[config.mk]
export PLATFORM = sky130hd
export DESIGN_NAME = dslope_adc_seq
export DESIGN_NICKNAME = d
export VERILOG_FILES = /design/src/rtl/dsadc_pkg.sv /design/src/rtl/dsadc_sync.sv /design/src/rtl/dsadc_counter.sv /design/src/rtl/dsadc_fsm.sv /design/src/rtl/dslope_adc_seq.sv
export SDC_FILE = /design/constraint.sdc
export NUM_CORES = 1
export LEC_CHECK = 0
export ABC_AREA = 1
export BUFFER_PORTS_ARGS = -buffer_cell sky130_fd_sc_hd__buf_2
export CAP_MARGIN = 20
export CORE_ASPECT_RATIO = 1.25
export CORE_MARGIN = 4
export CORE_UTILIZATION = 48
export DETAILED_ROUTE_END_ITERATION = 10
export PLACE_DENSITY_LB_ADDON = 0.15
export SETUP_SLACK_MARGIN = 0.15
export SLEW_MARGIN = 20
export SYNTH_ARGS = -nofsm -noshare
export SYNTH_HDL_FRONTEND = slang
export SYNTH_SLANG_ARGS = --single-unit
[constraint.sdc]
create_clock -name clk -period 1.5 [get_ports clk]
set_input_delay 0.225 -clock clk [delete_from_list [all_inputs] [get_ports clk]]
set_output_delay 0.225 -clock clk [all_outputs]
set_load 0.03 [all_outputs]
[src/rtl/dsadc_pkg.sv]
package dsadc_pkg;
    typedef enum logic [2:0] {
        ST_IDLE = 3'd0,
        ST_ARM  = 3'd1,
        ST_AZ   = 3'd2,
        ST_INT  = 3'd3,
        ST_REF  = 3'd4
    } seq_state_t;
endpackage

[src/rtl/dsadc_sync.sv]
module dsadc_sync #(
    parameter int STAGES = 2
) (
    input  logic clk,
    input  logic rst,
    input  logic d,
    output logic q
);
    logic [STAGES-1:0] chain;

    generate
        if (STAGES == 1) begin : g_single
            always_ff @(posedge clk) begin
                if (rst) chain <= '0;
                else     chain <= d;
            end
        end else begin : g_multi
            always_ff @(posedge clk) begin
                if (rst) chain <= '0;
                else     chain <= {chain[STAGES-2:0], d};
            end
        end
    endgenerate

    assign q = chain[STAGES-1];
endmodule

[src/rtl/dsadc_counter.sv]
module dsadc_counter #(
    parameter int W = 16
) (
    input  logic         clk,
    input  logic         rst,
    input  logic         load,
    input  logic [W-1:0] load_val,
    input  logic         run,
    output logic [W-1:0] cnt,
    output logic         wrap
);
    localparam logic [W-1:0] ALL_ONES = {W{1'b1}};

    always_ff @(posedge clk) begin
        if (rst)       cnt <= '0;
        else if (load) cnt <= load_val;
        else if (run)  cnt <= cnt + 1'b1;
    end

    // Overflow event: the increment in this cycle takes the count past its top.
    assign wrap = run && (cnt == ALL_ONES);

    // the counter advances by one (wrapping) whenever it runs without a load
    assert_count_step_R4: assert property (@(posedge clk) disable iff (rst)
        (run && !load) |=> (cnt == W'($past(cnt) + 1'b1)));

    // a load puts the reload value into the counter
    assert_load_value_R3: assert property (@(posedge clk) disable iff (rst)
        load |=> (cnt == $past(load_val)));
endmodule

[src/rtl/dsadc_fsm.sv]
module dsadc_fsm
    import dsadc_pkg::*;
#(
    parameter int W = 16
) (
    input  logic         clk,
    input  logic         rst,
    input  logic         start_req,
    input  logic         sync_mode,
    input  logic         mains_pulse,
    input  logic [W-1:0] az_reload,
    input  logic [W-1:0] int_reload,
    input  logic         cmp_s,
    input  logic [W-1:0] cnt,
    input  logic         wrap,
    output logic         load,
    output logic [W-1:0] load_val,
    output logic         run,
    output logic         sw_az,
    output logic         sw_in,
    output logic         sw_ref,
    output logic         busy,
    output logic         done,
    output logic [W-1:0] result,
    output logic         overrange
);
    seq_state_t state_q, state_d;
    logic       cmp_prev_q;
    logic       trip;
    logic       accept;

    assign accept = (state_q == ST_IDLE) && start_req;
    assign trip   = (state_q == ST_REF) && cmp_s && !cmp_prev_q;

    // State register
    always_ff @(posedge clk) begin
        if (rst) state_q <= ST_IDLE;
        else     state_q <= state_d;
    end

    // Next-state logic
    always_comb begin
        state_d = state_q;
        unique case (state_q)
            ST_IDLE: if (start_req)   state_d = sync_mode ? ST_ARM : ST_AZ;
            ST_ARM:  if (mains_pulse) state_d = ST_AZ;
            ST_AZ:   if (wrap)        state_d = ST_INT;
            ST_INT:  if (wrap)        state_d = ST_REF;
            ST_REF:  if (trip || wrap) state_d = ST_IDLE;
            default:                  state_d = ST_IDLE;
        endcase
    end

    // Combinational outputs decoded from the state register
    always_comb begin
        sw_az    = 1'b0;
        sw_in    = 1'b0;
        sw_ref   = 1'b0;
        busy     = 1'b1;
        run      = 1'b0;
        load     = 1'b0;
        load_val = az_reload;
        unique case (state_q)
            ST_IDLE: begin
                busy = 1'b0;
                load = start_req && !sync_mode;
            end
            ST_ARM: begin
                load = mains_pulse;
            end
            ST_AZ: begin
                sw_az    = 1'b1;
                run      = 1'b1;
                load     = wrap;
                load_val = int_reload;
            end
            ST_INT: begin
                sw_in = 1'b1;
                run   = 1'b1;
            end
            ST_REF: begin
                sw_ref = 1'b1;
                run    = 1'b1;
            end
            default: busy = 1'b0;
        endcase
    end

    // Registered completion: edge history, result, pulse, overrange flag
    always_ff @(posedge clk) begin
        if (rst) begin
            cmp_prev_q <= 1'b0;
            result     <= '0;
            done       <= 1'b0;
            overrange  <= 1'b0;
        end else begin
            cmp_prev_q <= cmp_s;
            done       <= 1'b0;
            if (accept) overrange <= 1'b0;
            if (trip) begin
                result <= cnt + 1'b1;
                done   <= 1'b1;
            end else if (state_q == ST_REF && wrap) begin
                overrange <= 1'b1;
                done      <= 1'b1;
            end
        end
    end

    // never more than one switch enable at a time
    assert_onehot_sw_R5: assert property (@(posedge clk) disable iff (rst)
        $onehot0({sw_az, sw_in, sw_ref}));

    // done is a single-cycle pulse with every switch released
    assert_done_pulse_R6: assert property (@(posedge clk) disable iff (rst)
        done |=> !done);
    assert_done_idle_R6: assert property (@(posedge clk) disable iff (rst)
        done |-> (!sw_az && !sw_in && !sw_ref && !busy));

    // phases follow each other in fixed order
    assert_az_before_in_R3: assert property (@(posedge clk) disable iff (rst)
        $rose(sw_in) |-> $past(sw_az));
    assert_in_before_ref_R4: assert property (@(posedge clk) disable iff (rst)
        $rose(sw_ref) |-> $past(sw_in));

    // result only moves at a completion
    assert_result_hold_R11: assert property (@(posedge clk) disable iff (rst)
        (!done && !$past(rst)) |-> $stable(result));
endmodule

[src/rtl/dslope_adc_seq.sv]
module dslope_adc_seq #(
    parameter int CNT_W       = 16,
    parameter int SYNC_STAGES = 2
) (
    input  logic             clk,
    input  logic             rst,
    input  logic             start_req,
    input  logic             sync_mode,
    input  logic             mains_pulse,
    input  logic [CNT_W-1:0] az_reload,
    input  logic [CNT_W-1:0] int_reload,
    input  logic             cmp_in,
    output logic             sw_az,
    output logic             sw_in,
    output logic             sw_ref,
    output logic             busy,
    output logic             done,
    output logic [CNT_W-1:0] result,
    output logic             overrange
);
    logic             cmp_s;
    logic             ctr_load;
    logic             ctr_run;
    logic             ctr_wrap;
    logic [CNT_W-1:0] ctr_load_val;
    logic [CNT_W-1:0] ctr_cnt;

    dsadc_sync #(.STAGES(SYNC_STAGES)) u_sync (
        .clk (clk),
        .rst (rst),
        .d   (cmp_in),
        .q   (cmp_s)
    );

    dsadc_counter #(.W(CNT_W)) u_ctr (
        .clk      (clk),
        .rst      (rst),
        .load     (ctr_load),
        .load_val (ctr_load_val),
        .run      (ctr_run),
        .cnt      (ctr_cnt),
        .wrap     (ctr_wrap)
    );

    dsadc_fsm #(.W(CNT_W)) u_fsm (
        .clk         (clk),
        .rst         (rst),
        .start_req   (start_req),
        .sync_mode   (sync_mode),
        .mains_pulse (mains_pulse),
        .az_reload   (az_reload),
        .int_reload  (int_reload),
        .cmp_s       (cmp_s),
        .cnt         (ctr_cnt),
        .wrap        (ctr_wrap),
        .load        (ctr_load),
        .load_val    (ctr_load_val),
        .run         (ctr_run),
        .sw_az       (sw_az),
        .sw_in       (sw_in),
        .sw_ref      (sw_ref),
        .busy        (busy),
        .done        (done),
        .result      (result),
        .overrange   (overrange)
    );
endmodule

==> results of run 1 <==
critical path, stage by stage, from the launching register on:
cell,delay [ns]
dfxtp_4,0.37
ha_4,0.15
nand2_4,0.05
nor2_4,0.12
nand2_4,0.07
nor2_4,0.14
nand3_4,0.17
buf_6,0.17
nand4_1,0.08
nand2_1,0.06
nor2_1,0.11
nor2_1,0.06
kinds of logic after synthesis:
group	count (synthesis)	share of synthesized area (%)
and+or+nand+nor	235	44.09
buffers and inverters	58	10.52
DFF	40	32.06
AOI/OAI and AO/OA	37	9.268
xor gates and xnor gates	9	3.156
muxes	1	0.4008
adders and majority gates	1	0.5009
metal layers:
metal	wire, um	vias to the layer above	GRT usage [%]
met4	261	0	11.24
met1	3214	1306	28.98
met2	4079	116	47.89
li1	-	1491	-
met3	522	26	4.091
met5	0	-	0
path summary, 6_finish.rpt:
kind,end,start,cells after the start
max,u_ctr.cnt[11],u_ctr.cnt[1],11
min reg2reg,u_sync.chain[1],u_sync.chain[0],2
max reg2reg,u_ctr.cnt[11],u_ctr.cnt[1],11
min,u_sync.chain[0],cmp_in,3
state kept, by name, indices dropped and copies added, names as in the netlist:
register          count
u_fsm.state_q         3
u_ctr.cnt            16
u_sync.chain          2
u_fsm.overrange       1
u_fsm.result         16
u_fsm.done            1
u_fsm.cmp_prev_q      1
cell type report:
class	instances	area share [%]
multi-input cells	288	44.04
repair buffers	136	26.61
flip-flops and latches	40	20.38
inverters	44	4.653
clock buffers	6	2.047
well taps	62	1.923
clock inverters	2	0.3412
placed cells by master, fill, tap and decap left out, types with 4 or more instances in the layout:
cell | synthesis | final
nor2_1 | 59 | 48
dfxtp_1 | 40 | 33
clkbuf_8 | 0 | 6
nand3_1 | 28 | 18
nand2_2 | 6 | 12
nand2_8 | 1 | 4
nor2_4 | 4 | 8
o21ai_1 | 1 | 6
inv_2 | 7 | 5
nand3_2 | 3 | 13
o21ai_2 | 1 | 6
nand2_4 | 2 | 7
buf_4 | 1 | 53
a21oi_1 | 10 | 8
inv_6 | 0 | 4
buf_12 | 1 | 4
nand2_1 | 110 | 99
nand4_1 | 14 | 14
inv_1 | 36 | 33
buf_6 | 2 | 18
dfxtp_4 | 0 | 5
buf_2 | 6 | 56
nor2_2 | 2 | 9
xor2_1 | 5 | 4
where the power goes:
group / switching, mW / leakage (nW) / internal [mW] / total (mW)
Clock: 0.399 / 0.0516 / 0.376 / 0.775
Combinational: 2.30 / 1.69 / 1.78 / 4.08
Sequential: 0.252 / 0.330 / 1.31 / 1.56
metrics by stage:
stage | worst slack, ns | power (mW) | util, %
2_1_floorplan | -0.09059 | 3.669 | -
3_3_place_gp | -0.07510 | 4.629 | 64.23
3_5_place_dp | -0.1489 | 4.666 | 64.23
4_1_cts | -0.09654 | 6.154 | 78.05
5_1_grt | -0.2185 | 6.836 | 79.98
6_report | -0.1485 | 6.420 | 79.98
repair_timing:
item,4_1_cts,5_1_grt
resized for setup,78,23
setup endpoints to repair,41,41
gates cloned,9,0
buffers inserted,21,1
pin swaps,19,9
==> impl_metrics.toml, run 1 <==
[timing]
post-route-min-period_ns = 1.648
finalCritPeriodShare_pct = 109.9
slew-limit-headroom_pct = 78.98
setup_tns_ns = -2.765
finalSetupViolations = 33
final_max_slew_viol_count = 0
tightest_slew_ns = 0.3153
layout_setup_ws_ns = -0.1485
skew_ns = 0.008424
rsz0062_at_grt = "true"
fmax_ghz = 0.6066
hold_violations = 0
holdWs_ns = 0.1426

[clock_tree]
cts.root.buffer_cell = "clkbuf_8"
clk_latency_ns = 0.29
clk_pin_slew_ns = 0.08
cts_max_level = 2
clock_sinks = 40
cts_made_buffers = 5
cts_buffer_depth = 2
cts_tree = "yes"
postCtsHoldBufs = 0

[final_layout]
final_area_mm2 = 0.004034
num_antenna_cells = 0
area_delta_synth_final_pct = 61.52
fillCellCount = 323
layout.nets = 554
seqCellArea_um2 = 822.0
multi_input_area_mm2 = 0.001777
drive_above_1_share_pct = 46.51
stdcell_count = 578

[logic_synthesis]
synthArstFlopShare_pct = 0
ys_ff_latch = 40
synth_edf_count = 0
synth_common_cells = "110 x nand2_1, 59 x nor2_1, 40 x dfxtp_1"
synth_cell_types = 40
post-synth-top-count-cell = "nand2_1"
syn_nets = 420
syn-cell-area_mm2 = 0.002497
synth_cells = 381
synthTopCellsByArea = "dfxtp_1 32%, nand2_1 17%, nor2_1 8.9%"
yosysTopAreaCell = "dfxtp_1"
ys.flop_type = "dfxtp_1"
avgSynthCellArea_um2 = 6.555
ys_seq_area_share_pct = 32.06
synth_top_area_share_pct = 32.06
synth-warning-count = 0

[placed_design]
gp_congestion = 0.9091
dpl.hpwl_um = 5196
portBuffers = 59
place_inst = 539
place_area_mm2 = 0.003239

[power_and_ir_drop]
ir_worst_vdd_v = 0.001473
p_leak_nw = 2.067
p_per_area_mw_per_mm2 = 1592

[global_routing]
antenna_found_initial = 0
grt_max_degree = 21
gr-total-overflow = 0
grt_pass1_wl_um = 12940
grt_pass1_vias = 2886
grtUsageTotal_pct = 25.85

[flow_run]
cap_violations = 0

[setup_path]
crit_path_max_fanout = 5
reg2reg_setup_slack_ns = -0.15
cp-start-kind = "flip-flop"
worst_ep_arrival_time_ns = 1.83
path_class = "flip-flop to flip-flop"
critPathCaptureType = "flip-flop"
critical_path_required_ns = 1.68

[route]
via_count = 2939
drc = 0
totalWireLength_um = 8077
dr.pass1.iters = 4
drtIter0Drc = 135
detail_route.wl_per_cell_um = 13.97
ant_nets = 0
vias_per_cell = 5.085

[die]
placementRows = 29
core_mm2 = 0.005044
ios = 60
start_util_pct = 49.52
die_h_um = 88.65
dieWidth_um = 72.52
dieArea_mm2 = 0.006428

[outcome]
outcome = "finished, violations left"
violations = "negative setup slack"

[hold_path]
hold_path_class = "input pin to flip-flop"
(Power assumes the default switching activity.)
==> run 2: changes to the inputs <==
CORE_UTILIZATION = 58   (was 48)
CTS_CLUSTER_SIZE = 25   (was not set)
TNS_END_PERCENT = 10   (was not set)
clock period = 1.9 ns   (was 1.5 ns; I/O delays follow)
==> run 2 against run 1 <==
Effect of this change: the flow now finishes without violations; routed wire length is 18% lower; global-route usage fell by 0.37 points; critical path depth is 6 lower; cell count down 11%; power shrank 36%; hold slack improved by 0.049 ns; setup slack gained 0.35 ns; combinational power decreased by 47%; clock power fell by 11%; cell area down 23%; register-to-register slack gained 0.36 ns; first-iteration DRC count rose by 79%; largest cell class unchanged; largest power group unchanged.
==> impl_metrics.toml, run 2 (synthesis gave the netlist of run 1 again) <==
[hold_path]
hold_path_class = "input pin to flip-flop"

[setup_path]
worstReg2RegEnd = "u_ctr.cnt[1]"
reg2reg_setup_slack_ns = 0.21
crit_path_max_fanout = 17
critical_path_required_ns = 1.62
r2r-start = "u_ctr.cnt[1]"
worst_ep_arrival_time_ns = 1.41
cp-start-kind = "flip-flop"
critPathLaunch = "u_fsm.state_q[2]"
crit_end = "sw_az"
path_class = "flip-flop to primary output"
reg2regPathDepth = 11
critPathCaptureType = "primary output"

[timing]
finalCritPeriodShare_pct = 89.34
rsz0062_at_grt = "true"
hold_violations = 0
post-route-min-period_ns = 1.697
holdWs_ns = 0.1912
slew-limit-headroom_pct = 52.97
setup_tns_ns = 0
tightest_slew_ns = 0.7046
skew_ns = 0.004729
fmax_ghz = 0.5891
layout_setup_ws_ns = 0.2025
finalSetupViolations = 0
final_max_slew_viol_count = 0

[placed_design]
portBuffers = 59
dp_slack_ns = -0.008080
dpl.hpwl_um = 4811
place_area_mm2 = 0.002858
gp_congestion = 0.9131
place_inst = 494

[route]
drtIter0Drc = 241
ant_nets = 0
drc = 0
vias_per_cell = 5.203
totalWireLength_um = 6598
detail_route.wl_per_cell_um = 12.89
via_count = 2664
dr.pass1.iters = 4

[clock_tree]
clk_pin_slew_ns = 0.08
cts_buffer_depth = 2
cts_max_level = 2
clock_sinks = 40
cts.root.buffer_cell = "clkbuf_8"
postCtsHoldBufs = 0
cts_made_buffers = 5
clk_latency_ns = 0.29
cts_tree = "yes"

[global_routing]
gr-total-overflow = 0
grt_pass1_wl_um = 10830
antenna_found_initial = 0
grtUsageTotal_pct = 25.48
grt_max_degree = 22
grt_pass1_vias = 2525

[final_layout]
multi_input_area_mm2 = 0.001470
fillCellCount = 349
final_area_mm2 = 0.003088
stdcell_count = 512
drive_above_1_share_pct = 28.73
seqCellArea_um2 = 809.5
num_antenna_cells = 0
most-common-layout-cells = "109 x nand2_1, 59 x nor2_1, 58 x buf_2"
fin_util_pct = 74.74
area_delta_synth_final_pct = 23.65
top_regs = "u_ctr.cnt (16), u_fsm.result (16), u_fsm.state_q (3)"
layout.nets = 494
final_common_cell = "nand2_1"

[die]
core_mm2 = 0.004131
ios = 60
dieWidth_um = 66.69
placementRows = 26
start_util_pct = 60.45
die_h_um = 81.37
dieArea_mm2 = 0.005426

[power_and_ir_drop]
power_mw = 4.078
ir_worst_vdd_v = 0.0008662
p_per_area_mw_per_mm2 = 1321
p_leak_nw = 1.635

[outcome]
outcome = "complete, no violations"

[flow_run]
cap_violations = 0
-- run 2: layer usage --
layer	wire length (um)	track usage, %	up-vias
met5	0	0	-
met4	158	10.37	0
met3	470	4.979	17
met2	3155	44.35	103
met1	2814	30.29	1186
li1	-	-	1358
-- run 2: worst max-delay path, stage by stage (launching register included) --
cell      delay [ns]
dfxtp_2         0.36
nor2_4          0.19
nand2_4         0.09
inv_2           0.09
buf_6           0.17
clkbuf_4        0.21
-- run 2: final cells by class --
class	count	share of cell area (%)
sequential	40	26.22
tap	56	2.269
clock inverter	2	1.135
clock buffer	6	2.350
multi-input combinational	284	47.61
inverter	44	5.430
timing repair buffer	80	14.99
-- run 2: worst min path at each step --
stage / from / endpoint / slack, ns / cells past startpoint
global route: cmp_in / u_sync.chain[0] / 0.20 / 3
finish: cmp_in / u_sync.chain[0] / 0.19 / 3
floorplan: u_sync.chain[0] / u_sync.chain[1] / 0.39 / 2
global placement: u_sync.chain[0] / u_sync.chain[1] / 0.39 / 2
CTS: cmp_in / u_sync.chain[0] / 0.19 / 3
detailed placement: u_sync.chain[0] / u_sync.chain[1] / 0.40 / 2
-- run 2: power breakdown --
group          switching (mW)  internal, mW  total, mW  leakage (nW)
Sequential              0.209          1.02       1.23         0.328
Combinational            1.37         0.788       2.16          1.25
Clock                   0.302         0.390      0.692        0.0552
-- run 2: repair_timing --
item,in CTS,in global routing
setup endpoints to repair,18,21
pin swaps,4,6
gates resized for setup,6,8
cloned,1,0
buffers inserted,6,3
